$ cat src/rtl/sram_page_pkg.sv
package sram_page_pkg;
    typedef enum logic [1:0] {
        ACC_DIRECT  = 2'd0,
        ACC_INDEXED = 2'd1,
        ACC_STACK   = 2'd2,
        ACC_REGSP   = 2'd3
    } acc_class_e;

    typedef enum logic [1:0] {
        SEL_FLAGS = 2'd0,
        SEL_CUR   = 2'd1,
        SEL_STK   = 2'd2,
        SEL_IDX   = 2'd3
    } wr_sel_e;

    localparam int MODE_HI = 7;
    localparam int MODE_LO = 6;
endpackage

$ cat src/rtl/page_ptr_regs.sv
module page_ptr_regs
    import sram_page_pkg::*;
#(
    parameter int PAGE_W = 3
) (
    input  logic              clk,
    input  logic              rst_n,
    input  logic              wr_en,
    input  logic [1:0]        wr_sel,
    input  logic [PAGE_W-1:0] wr_page,
    input  logic              hold,
    output logic [PAGE_W-1:0] cur_q,
    output logic [PAGE_W-1:0] stk_q,
    output logic [PAGE_W-1:0] idx_q
);
    typedef struct packed {
        logic [PAGE_W-1:0] cur;
        logic [PAGE_W-1:0] stk;
        logic [PAGE_W-1:0] idx;
    } ptr_t;

    ptr_t st_d, st_q;

    always_comb begin
        st_d = st_q;
        if (wr_en && !hold) begin
            case (wr_sel_e'(wr_sel))
                SEL_CUR: st_d.cur = wr_page;
                SEL_STK: st_d.stk = wr_page;
                SEL_IDX: st_d.idx = wr_page;
                default: ;
            endcase
        end
    end

    always_ff @(posedge clk) begin
        if (!rst_n) st_q <= '0;
        else        st_q <= st_d;
    end

    assign cur_q = st_q.cur;
    assign stk_q = st_q.stk;
    assign idx_q = st_q.idx;

    AST_PTR_HOLD_ON_IRQ: assert property (@(posedge clk) disable iff (!rst_n)
        hold |=> ($stable(cur_q) && $stable(stk_q) && $stable(idx_q)));
endmodule

$ cat src/rtl/flag_shadow.sv
module flag_shadow #(
    parameter int FLAG_W = 8,
    parameter int DEPTH  = 4
) (
    input  logic              clk,
    input  logic              rst_n,
    input  logic              wr_flags,
    input  logic [FLAG_W-1:0] wr_data,
    input  logic              irq_enter,
    input  logic              irq_return,
    output logic [FLAG_W-1:0] flags_q,
    output logic              err_q
);
    localparam int CNT_W = $clog2(DEPTH + 1);

    typedef struct packed {
        logic [FLAG_W-1:0]             flags;
        logic [DEPTH-1:0][FLAG_W-1:0]  stack;
        logic [CNT_W-1:0]              count;
        logic                          err;
    } shadow_t;

    shadow_t st_d, st_q;
    logic [FLAG_W-1:0] top_w;

    always_comb begin
        top_w = '0;
        for (int i = 0; i < DEPTH; i++) begin
            if (st_q.count == CNT_W'(i + 1)) top_w = st_q.stack[i];
        end
    end

    always_comb begin
        st_d = st_q;
        if (irq_enter) begin
            if (st_q.count < CNT_W'(DEPTH)) begin
                for (int i = 0; i < DEPTH; i++) begin
                    if (st_q.count == CNT_W'(i)) st_d.stack[i] = st_q.flags;
                end
                st_d.count = st_q.count + 1'b1;
            end else begin
                st_d.err = 1'b1;
            end
            st_d.flags = '0;
        end else if (irq_return) begin
            if (st_q.count != '0) begin
                st_d.flags = top_w;
                st_d.count = st_q.count - 1'b1;
            end else begin
                st_d.err = 1'b1;
            end
        end else if (wr_flags) begin
            st_d.flags = wr_data;
        end
    end

    always_ff @(posedge clk) begin
        if (!rst_n) st_q <= '0;
        else        st_q <= st_d;
    end

    assign flags_q = st_q.flags;
    assign err_q   = st_q.err;

    AST_ENTRY_CLEARS: assert property (@(posedge clk) disable iff (!rst_n)
        irq_enter |=> (flags_q == '0));

    AST_RETURN_RESTORES: assert property (@(posedge clk) disable iff (!rst_n)
        (irq_return && !irq_enter && st_q.count != '0) |=> (flags_q == $past(top_w)));

    AST_UNDERFLOW_KEEPS: assert property (@(posedge clk) disable iff (!rst_n)
        (irq_return && !irq_enter && st_q.count == '0) |=> ($stable(flags_q) && err_q));

    AST_ERR_STICKY: assert property (@(posedge clk) disable iff (!rst_n)
        err_q |=> err_q);

    AST_NO_OVERFLOW: assert property (@(posedge clk) disable iff (!rst_n)
        st_q.count <= CNT_W'(DEPTH));
endmodule

$ cat src/rtl/page_mux.sv
module page_mux
    import sram_page_pkg::*;
#(
    parameter int PAGE_W = 3,
    parameter int OFS_W  = 8
) (
    input  logic [1:0]              mode,
    input  logic [1:0]              acc_class,
    input  logic [OFS_W-1:0]        offset,
    input  logic [PAGE_W-1:0]       cur,
    input  logic [PAGE_W-1:0]       stk,
    input  logic [PAGE_W-1:0]       idx,
    output logic                    sram_en,
    output logic [PAGE_W+OFS_W-1:0] addr
);
    logic [PAGE_W-1:0] direct_pg, indexed_pg, page;

    always_comb begin
        direct_pg = mode[1] ? cur : '0;
        case (mode)
            2'b00:   indexed_pg = '0;
            2'b10:   indexed_pg = idx;
            default: indexed_pg = stk;
        endcase
        sram_en = 1'b1;
        case (acc_class_e'(acc_class))
            ACC_DIRECT:  page = direct_pg;
            ACC_INDEXED: page = indexed_pg;
            ACC_STACK:   page = stk;
            default: begin
                page    = '0;
                sram_en = 1'b0;
            end
        endcase
        addr = {page, offset};
    end
endmodule

$ cat src/rtl/sram_page_sel.sv
module sram_page_sel
    import sram_page_pkg::*;
#(
    parameter int PAGE_W = 3,
    parameter int OFS_W  = 8,
    parameter int FLAG_W = 8,
    parameter int DEPTH  = 4
) (
    input  logic                    clk,
    input  logic                    rst_n,
    input  logic                    wr_en,
    input  logic [1:0]              wr_sel,
    input  logic [FLAG_W-1:0]       wr_data,
    input  logic                    irq_enter,
    input  logic                    irq_return,
    input  logic [1:0]              acc_class,
    input  logic [OFS_W-1:0]        acc_offset,
    output logic                    sram_en,
    output logic [PAGE_W+OFS_W-1:0] sram_addr,
    output logic [FLAG_W-1:0]       flags,
    output logic [PAGE_W-1:0]       cur_page,
    output logic [PAGE_W-1:0]       stk_page,
    output logic [PAGE_W-1:0]       idx_page,
    output logic                    shadow_err
);
    localparam int ADDR_W = PAGE_W + OFS_W;

    logic irq_event;
    logic wr_flags;

    assign irq_event = irq_enter || irq_return;
    assign wr_flags  = wr_en && (wr_sel_e'(wr_sel) == SEL_FLAGS);

    page_ptr_regs #(.PAGE_W(PAGE_W)) u_ptrs (
        .clk     (clk),
        .rst_n   (rst_n),
        .wr_en   (wr_en),
        .wr_sel  (wr_sel),
        .wr_page (wr_data[PAGE_W-1:0]),
        .hold    (irq_event),
        .cur_q   (cur_page),
        .stk_q   (stk_page),
        .idx_q   (idx_page)
    );

    flag_shadow #(.FLAG_W(FLAG_W), .DEPTH(DEPTH)) u_flags (
        .clk        (clk),
        .rst_n      (rst_n),
        .wr_flags   (wr_flags),
        .wr_data    (wr_data),
        .irq_enter  (irq_enter),
        .irq_return (irq_return),
        .flags_q    (flags),
        .err_q      (shadow_err)
    );

    page_mux #(.PAGE_W(PAGE_W), .OFS_W(OFS_W)) u_mux (
        .mode      (flags[MODE_HI:MODE_LO]),
        .acc_class (acc_class),
        .offset    (acc_offset),
        .cur       (cur_page),
        .stk       (stk_page),
        .idx       (idx_page),
        .sram_en   (sram_en),
        .addr      (sram_addr)
    );

    AST_STACK_PAGE: assert property (@(posedge clk) disable iff (!rst_n)
        (acc_class == 2'd2) |-> (sram_addr[ADDR_W-1:OFS_W] == stk_page));

    AST_REGSP_NO_PAGE: assert property (@(posedge clk) disable iff (!rst_n)
        (acc_class == 2'd3) |-> (!sram_en && sram_addr[ADDR_W-1:OFS_W] == '0));

    AST_OFFSET_PASS: assert property (@(posedge clk) disable iff (!rst_n)
        sram_addr[OFS_W-1:0] == acc_offset);
endmodule

$ cat config.mk
export PLATFORM = sky130hd
export DESIGN_NAME = sram_page_sel
export DESIGN_NICKNAME = d
export VERILOG_FILES = /design/src/rtl/sram_page_pkg.sv /design/src/rtl/page_ptr_regs.sv /design/src/rtl/flag_shadow.sv /design/src/rtl/page_mux.sv /design/src/rtl/sram_page_sel.sv
export SDC_FILE = /design/constraint.sdc
export NUM_CORES = 1
export LEC_CHECK = 0
export BUFFER_PORTS_ARGS = -buffer_cell sky130_fd_sc_hd__buf_2
export CORE_MARGIN = 2
export CORE_UTILIZATION = 30
export CTS_CLUSTER_DIAMETER = 40
export DETAILED_ROUTE_END_ITERATION = 8
export GPL_ROUTABILITY_DRIVEN = 0
export PLACE_DENSITY = 0.57
export REMOVE_ABC_BUFFERS = 1
export SKIP_CTS_REPAIR_TIMING = 1
export SYNTH_ARGS = -nofsm -noshare
export SYNTH_HDL_FRONTEND = slang
export SYNTH_SLANG_ARGS = --single-unit
$ cat constraint.sdc
create_clock -name clk -period 2.2 [get_ports clk]
set_input_delay 0.11 -clock clk [delete_from_list [all_inputs] [get_ports clk]]
set_output_delay 0.11 -clock clk [all_outputs]
set_load 0.1 [all_outputs]
==> Word level (Yosys, flattened, before mapping) <==
Cells that the tools add are included.
{ "classes": {"reduce_logical": 24, "n_eq_ne": 14, "mul": 0, "n_div": 0, "n_bitwise": 1, "n_addsub": 2, "n_shift": 0, "n_mux": 17, "magnitude_cmp": 1} }
{ "ops": {"columns": ["operator", "count"], "rows": [
  ["$mux W8", 7],
  ["$reduce_and A3 Y1", 6],
  ["$mux W3", 3],
  ["$pmux W3 S3", 1],
  ["$eq A2 B2 Y1 const B", 4],
  ["$mux W4", 2],
  ["$reduce_and A2 Y1", 4],
  ["$eq A3 B2 Y1 const B", 2],
  ["$logic_not A2 Y1", 3],
  ["$pmux W3 S2", 1],
  ["$reduce_bool A2 Y1", 3],
  ["$eq A2 B1 Y1 const B", 2],
  ["$ne A2 B1 Y1 const B", 2],
  ["$ne A2 B2 Y1 const B", 2],
  ["$add A3 B1 Y3 const B", 1],
  ["$eq A3 B1 Y1 const B", 1],
  ["$eq A3 B3 Y1 const B", 1],
  ["$logic_not A3 Y1", 1],
  ["$lt A3 B3 Y1 const B", 1],
  ["$mux W1", 3],
  ["$reduce_bool A3 Y1", 1],
  ["$reduce_or A3 Y1", 1],
  ["$sub A3 B1 Y3 const B", 1],
  ["$logic_and A1 B1 Y1", 2],
  ["4 further kinds", 4]
]} }
{ "word_totals": {"out_inout_bits": 30, "mem_bits_rw": 0, "word_cells": 69, "memories": 0, "inputBits": 25, "ff_bits": 53, "mem_bits_ro": 0, "latch_bits": 0} }

==> Longest topological paths before layout <==
Gate-level depths: netlist of the first run.
{ "depth": {"ltp_word": 7, "mapped_depth": 9, "depth_no_buf": 6} }

==> By module <==
A second synthesis of the first run with hierarchy kept.
{ "hier_totals": {"hier_cells": 322, "hier_area_um2": 2635.0} }
{ "modules_own_cells": {"columns": ["mod", "cells_each", "area_per_inst_um2", "seq_area_each_um2", "instances"], "rows": [
  ["flag_shadow", 263, 2083.2, 880.8, 1],
  ["page_ptr_regs", 34, 361.6, 180.2, 1],
  ["page_mux", 23, 171.4, 0.0, 1],
  ["sram_page_sel", 2, 18.8, 0.0, 1]
]} }

==> Worst setup path before layout of the first run <==
OpenSTA, ideal clock, no wires.
{ "synth_timing": {"kind": "flip-flop to output port", "from": "reg u_ptrs.st_q (netlist bit u_ptrs.cur_q[0])", "to": "out sram_addr[8]", "required_ps": 2090, "arrival_ps": 2738, "path_buffers": 0, "stages_incl_launch_ff": 5, "path_slack_ps": -648, "path_cell_list": "dfxtp_1 -> nand2_1 -> nor2_1 -> a21oi_1 -> o22ai_1"} }
{ "synth_via": {"elab_chain_len": 2} }
{ "synth_rtl": {"columns": ["item", "line_no", "text"], "rows": [
  ["start, declared", "page_ptr_regs.sv:22", "ptr_t st_d, st_q;"],
  ["start signal, assigned", "page_ptr_regs.sv:38", "else st_q <= st_d;"],
  ["$mux W3", "page_mux.sv:19", "direct_pg = mode[1] ? cur : '0;"],
  ["$pmux W3 S3", "page_mux.sv:26", "case (acc_class_e'(acc_class))"],
  ["end, declared", "sram_page_sel.sv:19", "output logic [PAGE_W+OFS_W-1:0] sram_addr,"]
]} }
No other way between the ends.

==> Worst setup path after layout of the first run <==
{ "layout_timing": {"from": "reg u_flags.st_q (netlist bit u_flags.flags_q[7])", "to": "out sram_addr[8]"} }
{ "layout_via": {"elab_chain_len": 3, "elab_cells_between_ends": 5, "classes_between": "eq/ne: 1; mux: 3; reduce/logical: 1"} }
{ "layout_rtl": {"columns": ["item", "line_no", "text"], "rows": [
  ["start, declared", "flag_shadow.sv:23", "shadow_t st_d, st_q;"],
  ["start signal, assigned", "flag_shadow.sv:59", "else st_q <= st_d;"],
  ["$eq A2 B2 Y1 / $logic_not A2 Y1 (equally long branches)", "page_mux.sv:20", "case (mode)"],
  ["$pmux W3 S2", "page_mux.sv:20", null],
  ["$pmux W3 S3 (*)", "page_mux.sv:26", null]
]} }
Mark *: on every way between the ends. The rest lies on a longest branch, timed or not.

==> results.toml, run 1 <==
[outcome]
outcome = "complete, no violations"

[sta]
hold_viol = 0
final.min_clock_period_ns = 1.95
maxClockFrequency_mhz = 512
drv_slew = 0
setup_tns_ns = 0
relSlewSlack_pct = 54.1
fin_skew_ns = 0.00776
whs_ns = 0.0901
fin_crit_sh_pct = 88.8
tightest_slew_ns = 0.687
setup_viol = 0
rsz0062_at_grt = "no"

[routing]
drt-initial-drc-count = 95
post_drt_wl_per_cell_um = 15.7
ant_nets = 0
drt_first_pass_iters = 4
vias = 2352
vias_per_cell = 5.16
drc = 0
routed_wl_mm = 7.15

[floorplan]
die_x_um = 100
coreArea_mm2 = 0.00911
die_y_um = 100
start_util_pct = 30.5
rows = 35
pin_count = 55
dieArea_mm2 = 0.0100

[clock_tree]
clkTransAtPathRegs_ns = 0.09
cts.sinks = 53
cts_made_buffers = 5
root_buffer = "clkbuf_8"
cts_buffer_depth = 2
insertion_delay_ns = 0.31
cts_htree_levels = 2
cts_tree = "yes"

[power_and_ir_drop]
vdd_drop_max_v = 0.000528
p_per_area_mw_per_mm2 = 980
power_leakage_uw = 0.00120

[synthesis]
yosys-top-cells-area = "dfxtp_1 38%, a21boi_1 7.8%, nand2_1 6.6%"
synth_top_area_share_pct = 38.2
seq_area_frac_synth_pct = 38.2
ys_async_sr_fraction_pct = 0
yosys-top-cells-count = "53 x dfxtp_1, 49 x nand2_1, 29 x a21boi_1, 28 x nand3_1, 26 x nor2b_1"
synth_seq_cells = 53
postSynthAreaPerCell_um2 = 8.38
synth_flop_cell = "dfxtp_1"
yosysWarnings = 0
netlist_area_mm2 = 0.00278
synth_cell_types = 40
synth_top_cell_by_area = "dfxtp_1"
netlist_instances = 331
synth_edf_count = 0
yosys.cell_count.top_type = "dfxtp_1"

[critical_path]
path_class = "reg2out"
start_kind = "register"
path_cells = "nor2b_1, a22oi_1, o22ai_1, buf_2"
cp_max_fo = 11
cp_slowest_cell = "dfxtp_1"
cp-end-kind = "output pin"
max_stage_delay_ns = 0.61
crit_arrival_ns = 1.84
critPathRequiredTime_ns = 2.09

[global_route]
antenna_found_initial = 0
grt_max_degree = 46
grt_pass1_vias = 2274
track_usage_pct = 14.6
grt_pass1_wl_mm = 11.5
grt_overflow = 0

[cells_and_area]
fin_util_pct = 33.6
n_fill_cell = 963
area_growth_syn_to_layout_pct = 10.2
final_layout_size_suffix_gt1_share_pct = 18.8
antenna_cells = 0
final_nets = 375

[job]
cap_violations = 0

[hold_path]
worst_hold_path_type = "in2reg"

[placed_design]
hpwl_mm = 5.00
port_buffers = 38
## path summary, 6_finish.rpt
kind,from,end,slack (ns),depth (start not counted)
max,u_flags.flags_q[7],sram_addr[8],0.25,4
min,wr_data[7],u_flags.flags_q[7],0.09,3
max reg2reg,u_flags.st_q[1],u_flags.flags_q[1],0.33,7
min reg2reg,u_flags.st_q[25],u_flags.st_q[25],0.46,2
## flip-flops by register name, indices dropped and copies added (netlist names)
name             flops
u_ptrs.idx_q         3
u_ptrs.cur_q         3
u_flags.flags_q      8
u_flags.err_q        1
u_ptrs.stk_q         3
u_flags.st_q        35
## power breakdown
part           switching [uW]  total (uW)  internal, uW
logic                     839        1190           348
registers                81.8        1110          1030
clock network             327         699           372
total                    1250        3000          1750
## cells by family (layout without fill, tap and decap cells)
logic type	count (synthesis)	count (layout)	synth area share, %
and+or+nand+nor	138	138	25.0
AOI/OAI and AO/OA	73	73	19.8
DFF	53	53	38.2
buffers and inverters	47	61	9.29
muxes	13	13	4.69
adders and majority gates	6	6	2.71
xor gates and xnor gates	1	1	0.316
## layer usage
layer	track usage [%]	vias to the layer above	wire length, um
li1	-	1162	-
met1	19.8	1117	3430
met2	23.2	65	3350
met3	2.92	8	293
met4	5.06	0	84
met5	0	-	0
## critical path, delay by kind of cell (launching register included)
family	cells	cell delay [ns]
AOI/OAI and AO/OA	2	0.25
and+or+nand+nor	1	0.23
DFF	1	0.61
buffers and inverters	1	0.44
## layout by cell type, fill, tap and decap left out, types with 3 or more instances in the layout
cell      count
a21boi_1     29
a21oi_1       7
a221oi_1      7
and3_1        3
buf_2        38
buf_4        10
clkbuf_8      6
dfxtp_1      53
ha_1          6
inv_1         3
mux2i_1      13
nand2_1      49
nand3_1      28
nor2_1       11
nor2_2        3
nor2b_1      25
nor3_1        7
o21ai_1       9
o221a_1       7
o22ai_1       3
## per-stage QoR
step                instance area [um2]  total power, uW  setup slack, ns  std cells
detailed placement                 2940             2320            0.374        448
global placement                   2940             2300            0.427        448
floorplan                          2540             1920           -0.813        289
finish                             3060             3000            0.247        456
global route                       3060             3160            0.135        456
CTS                                3060             3010            0.251        456
## layout make-up
type                            instances  area [um2]  share of cell area [%]
Multi-Input combinational cell        231        1460                    47.7
Sequential cell                        53        1060                    34.7
Timing Repair Buffer                   48         265                    8.67
Tap cell                              111         139                    4.54
Clock buffer                            7        86.3                    2.82
Inverter                                5        18.8                   0.613
Clock inverter                          1        30.0                   0.982
No activity file was read; power rests on OpenSTA's default activity.
==> run 2, diff against run 1 <==
Settings changed: PLACE_DENSITY 0.57 to 0.6.
==> run 2 against run 1 <==
Compared with the run above: setup slack better by 0.032 ns; design area is 0.49% higher; cell count is 0.88% higher; largest cell class unchanged; worst hold slack hardly changed; non-clock buffer count is 4 higher; wire length is 2.0% lower; first-iteration DRC count is 54% higher; sequential power hardly changed; combinational power hardly changed; power is 2.4% lower; flip-flop and latch count stayed put.
==> results.toml, run 2 (synthesis results as in run 1) <==
[cells_and_area]
largest_reg_flops = 35
layout_common_cells = "53 x dfxtp_1, 49 x nand2_1, 38 x buf_2"
final_area_mm2 = 0.00307
final_layout_size_suffix_gt1_share_pct = 20.1
final_nets = 379
antenna_cells = 0
layout_commonest_cell = "dfxtp_1"
top_register = "u_flags.st_q"
area_growth_syn_to_layout_pct = 10.8

[routing]
post_drt_wl_per_cell_um = 15.2
drt_first_pass_iters = 6
ant_nets = 0
drc = 0
vias_per_cell = 5.19
routed_wl_mm = 7.01
vias = 2389
drt-initial-drc-count = 146

[critical_path]
rr_startpoint = "u_flags.st_q[1]"
cp_num_buf_inv = 1
r2r_cells = 6
crit_arrival_ns = 1.81
cpLargestDelayFamily = "flip-flops"
path_cells = "nor2b_1, a22oi_1, o22ai_1, buf_2"
timing.rr.end = "u_flags.flags_q[1]"
path_class = "reg2out"
cp-end-kind = "output pin"
max_stage_delay_ns = 0.57
worstSetupStartpoint = "u_flags.flags_q[7]"
cp.depth = 4
critPathRequiredTime_ns = 2.09
r2r_slack_ns = 0.31
cp_slowest_cell = "dfxtp_1"
start_kind = "register"
crit_path_end = "sram_addr[9]"
cp_max_fo = 11

[placed_design]
hpwl_mm = 4.83
place_area_mm2 = 0.00297
port_buffers = 38

[clock_tree]
cts_htree_levels = 2
insertion_delay_ns = 0.30
cts_tree = "yes"
cts_made_buffers = 5
cts.sinks = 53
root_buffer = "clkbuf_8"
clkTransAtPathRegs_ns = 0.10
cts_buffer_depth = 2

[outcome]
outcome = "complete, no violations"

[power_and_ir_drop]
pwr-share-clk_pct = 20.6
swShare_pct = 42.3
vdd_drop_max_v = 0.000662
p_per_area_mw_per_mm2 = 951
power_leakage_uw = 0.00121
p_sw_uw = 1240
p_comb_share_pct = 41.5
seqPwrFrac_pct = 37.9
cell_internal_pwr_uw = 1690

[sta]
maxClockFrequency_mhz = 521
hold_viol = 0
final.min_clock_period_ns = 1.92
tightest_slew_ns = 0.778
setup_viol = 0
fin_crit_sh_pct = 87.3
fin_skew_ns = 0.00747
drv_slew = 0
rsz0062_at_grt = "no"
relSlewSlack_pct = 48.1
whs_ns = 0.0901

[floorplan]
dieArea_mm2 = 0.0100
die_y_um = 100
pin_count = 55
start_util_pct = 30.5
rows = 35
coreArea_mm2 = 0.00911
die_x_um = 100

[job]
cap_violations = 0

[global_route]
grt_pass1_vias = 2226
grt_max_degree = 46
antenna_found_initial = 0
grt_pass1_wl_mm = 11.4
grt_overflow = 0
track_usage_pct = 14.3

[hold_path]
worst_hold_path_type = "in2reg"
run 2: cell count changes in the layout (fill, tap and decap cells not counted), sizes merged:
cell / previous run / this run
buf: 48 / 52
clkinv: 0 / 1
bufinv: 1 / 0
run 2: routing by layer:
metal / share of wire [%] / global-route usage (%)
met5: 0 / 0
met4: 0.44 / 3.16
met3: 4.3 / 2.79
met2: 49 / 24.2
met1: 46 / 19.0
run 2: layout make-up:
cell class | count | area (um2)
clock inverters | 1 | 5.00
flip-flops and latches | 53 | 1060
fillers | 979 | 6030
inverters | 5 | 18.8
clock buffers | 7 | 96.3
well taps | 111 | 139
repair buffers | 52 | 295
multi-input cells | 231 | 1460
run 2: how the worst min path moves through the flow:
stage                        from                 end  slack (ns)  cells past startpoint
floorplan           acc_offset[0]        sram_addr[0]        0.22                      0
detailed placement  acc_offset[0]        sram_addr[0]        0.22                      0
global route           wr_data[7]  u_flags.flags_q[7]        0.12                      3
finish                 wr_data[7]  u_flags.flags_q[7]        0.09                      3
CTS                    wr_data[7]  u_flags.flags_q[7]        0.08                      3
global placement    acc_offset[0]        sram_addr[0]        0.22                      0
run 2: worst register-to-register path, stage by stage, from the launching register on:
cell and delay (ns):
dfxtp_1 0.36, ha_1 0.21, ha_1 0.18, nor2b_1 0.13, o21ai_1 0.53, nor3_1 0.14, o221a_1 0.23
run 2: power groups by stage:
stage	Sequential (uW)	Clock [uW]	Combinational (uW)
2_1_floorplan	1340	0	581
3_3_place_gp	1130	0	1200
3_5_place_dp	1130	0	1220
4_1_cts	1110	619	1230
5_1_grt	1120	652	1310
6_report	1110	601	1220
run 2: metrics by stage:
stage | utilization, % | cells | setup WS, ns | setup TNS (ns) | total power (uW)
6_report | 33.8 | 460 | 0.280 | 0 | 2920
5_1_grt | 33.8 | 460 | 0.150 | 0 | 3080
4_1_cts | 33.8 | 460 | -0.0743 | -0.412 | 2950
3_5_place_dp | 32.6 | 452 | -0.0437 | -0.226 | 2350
3_3_place_gp | 32.6 | 452 | 0.0806 | 0 | 2330
2_1_floorplan | - | 289 | -0.813 | -5.03 | 1920
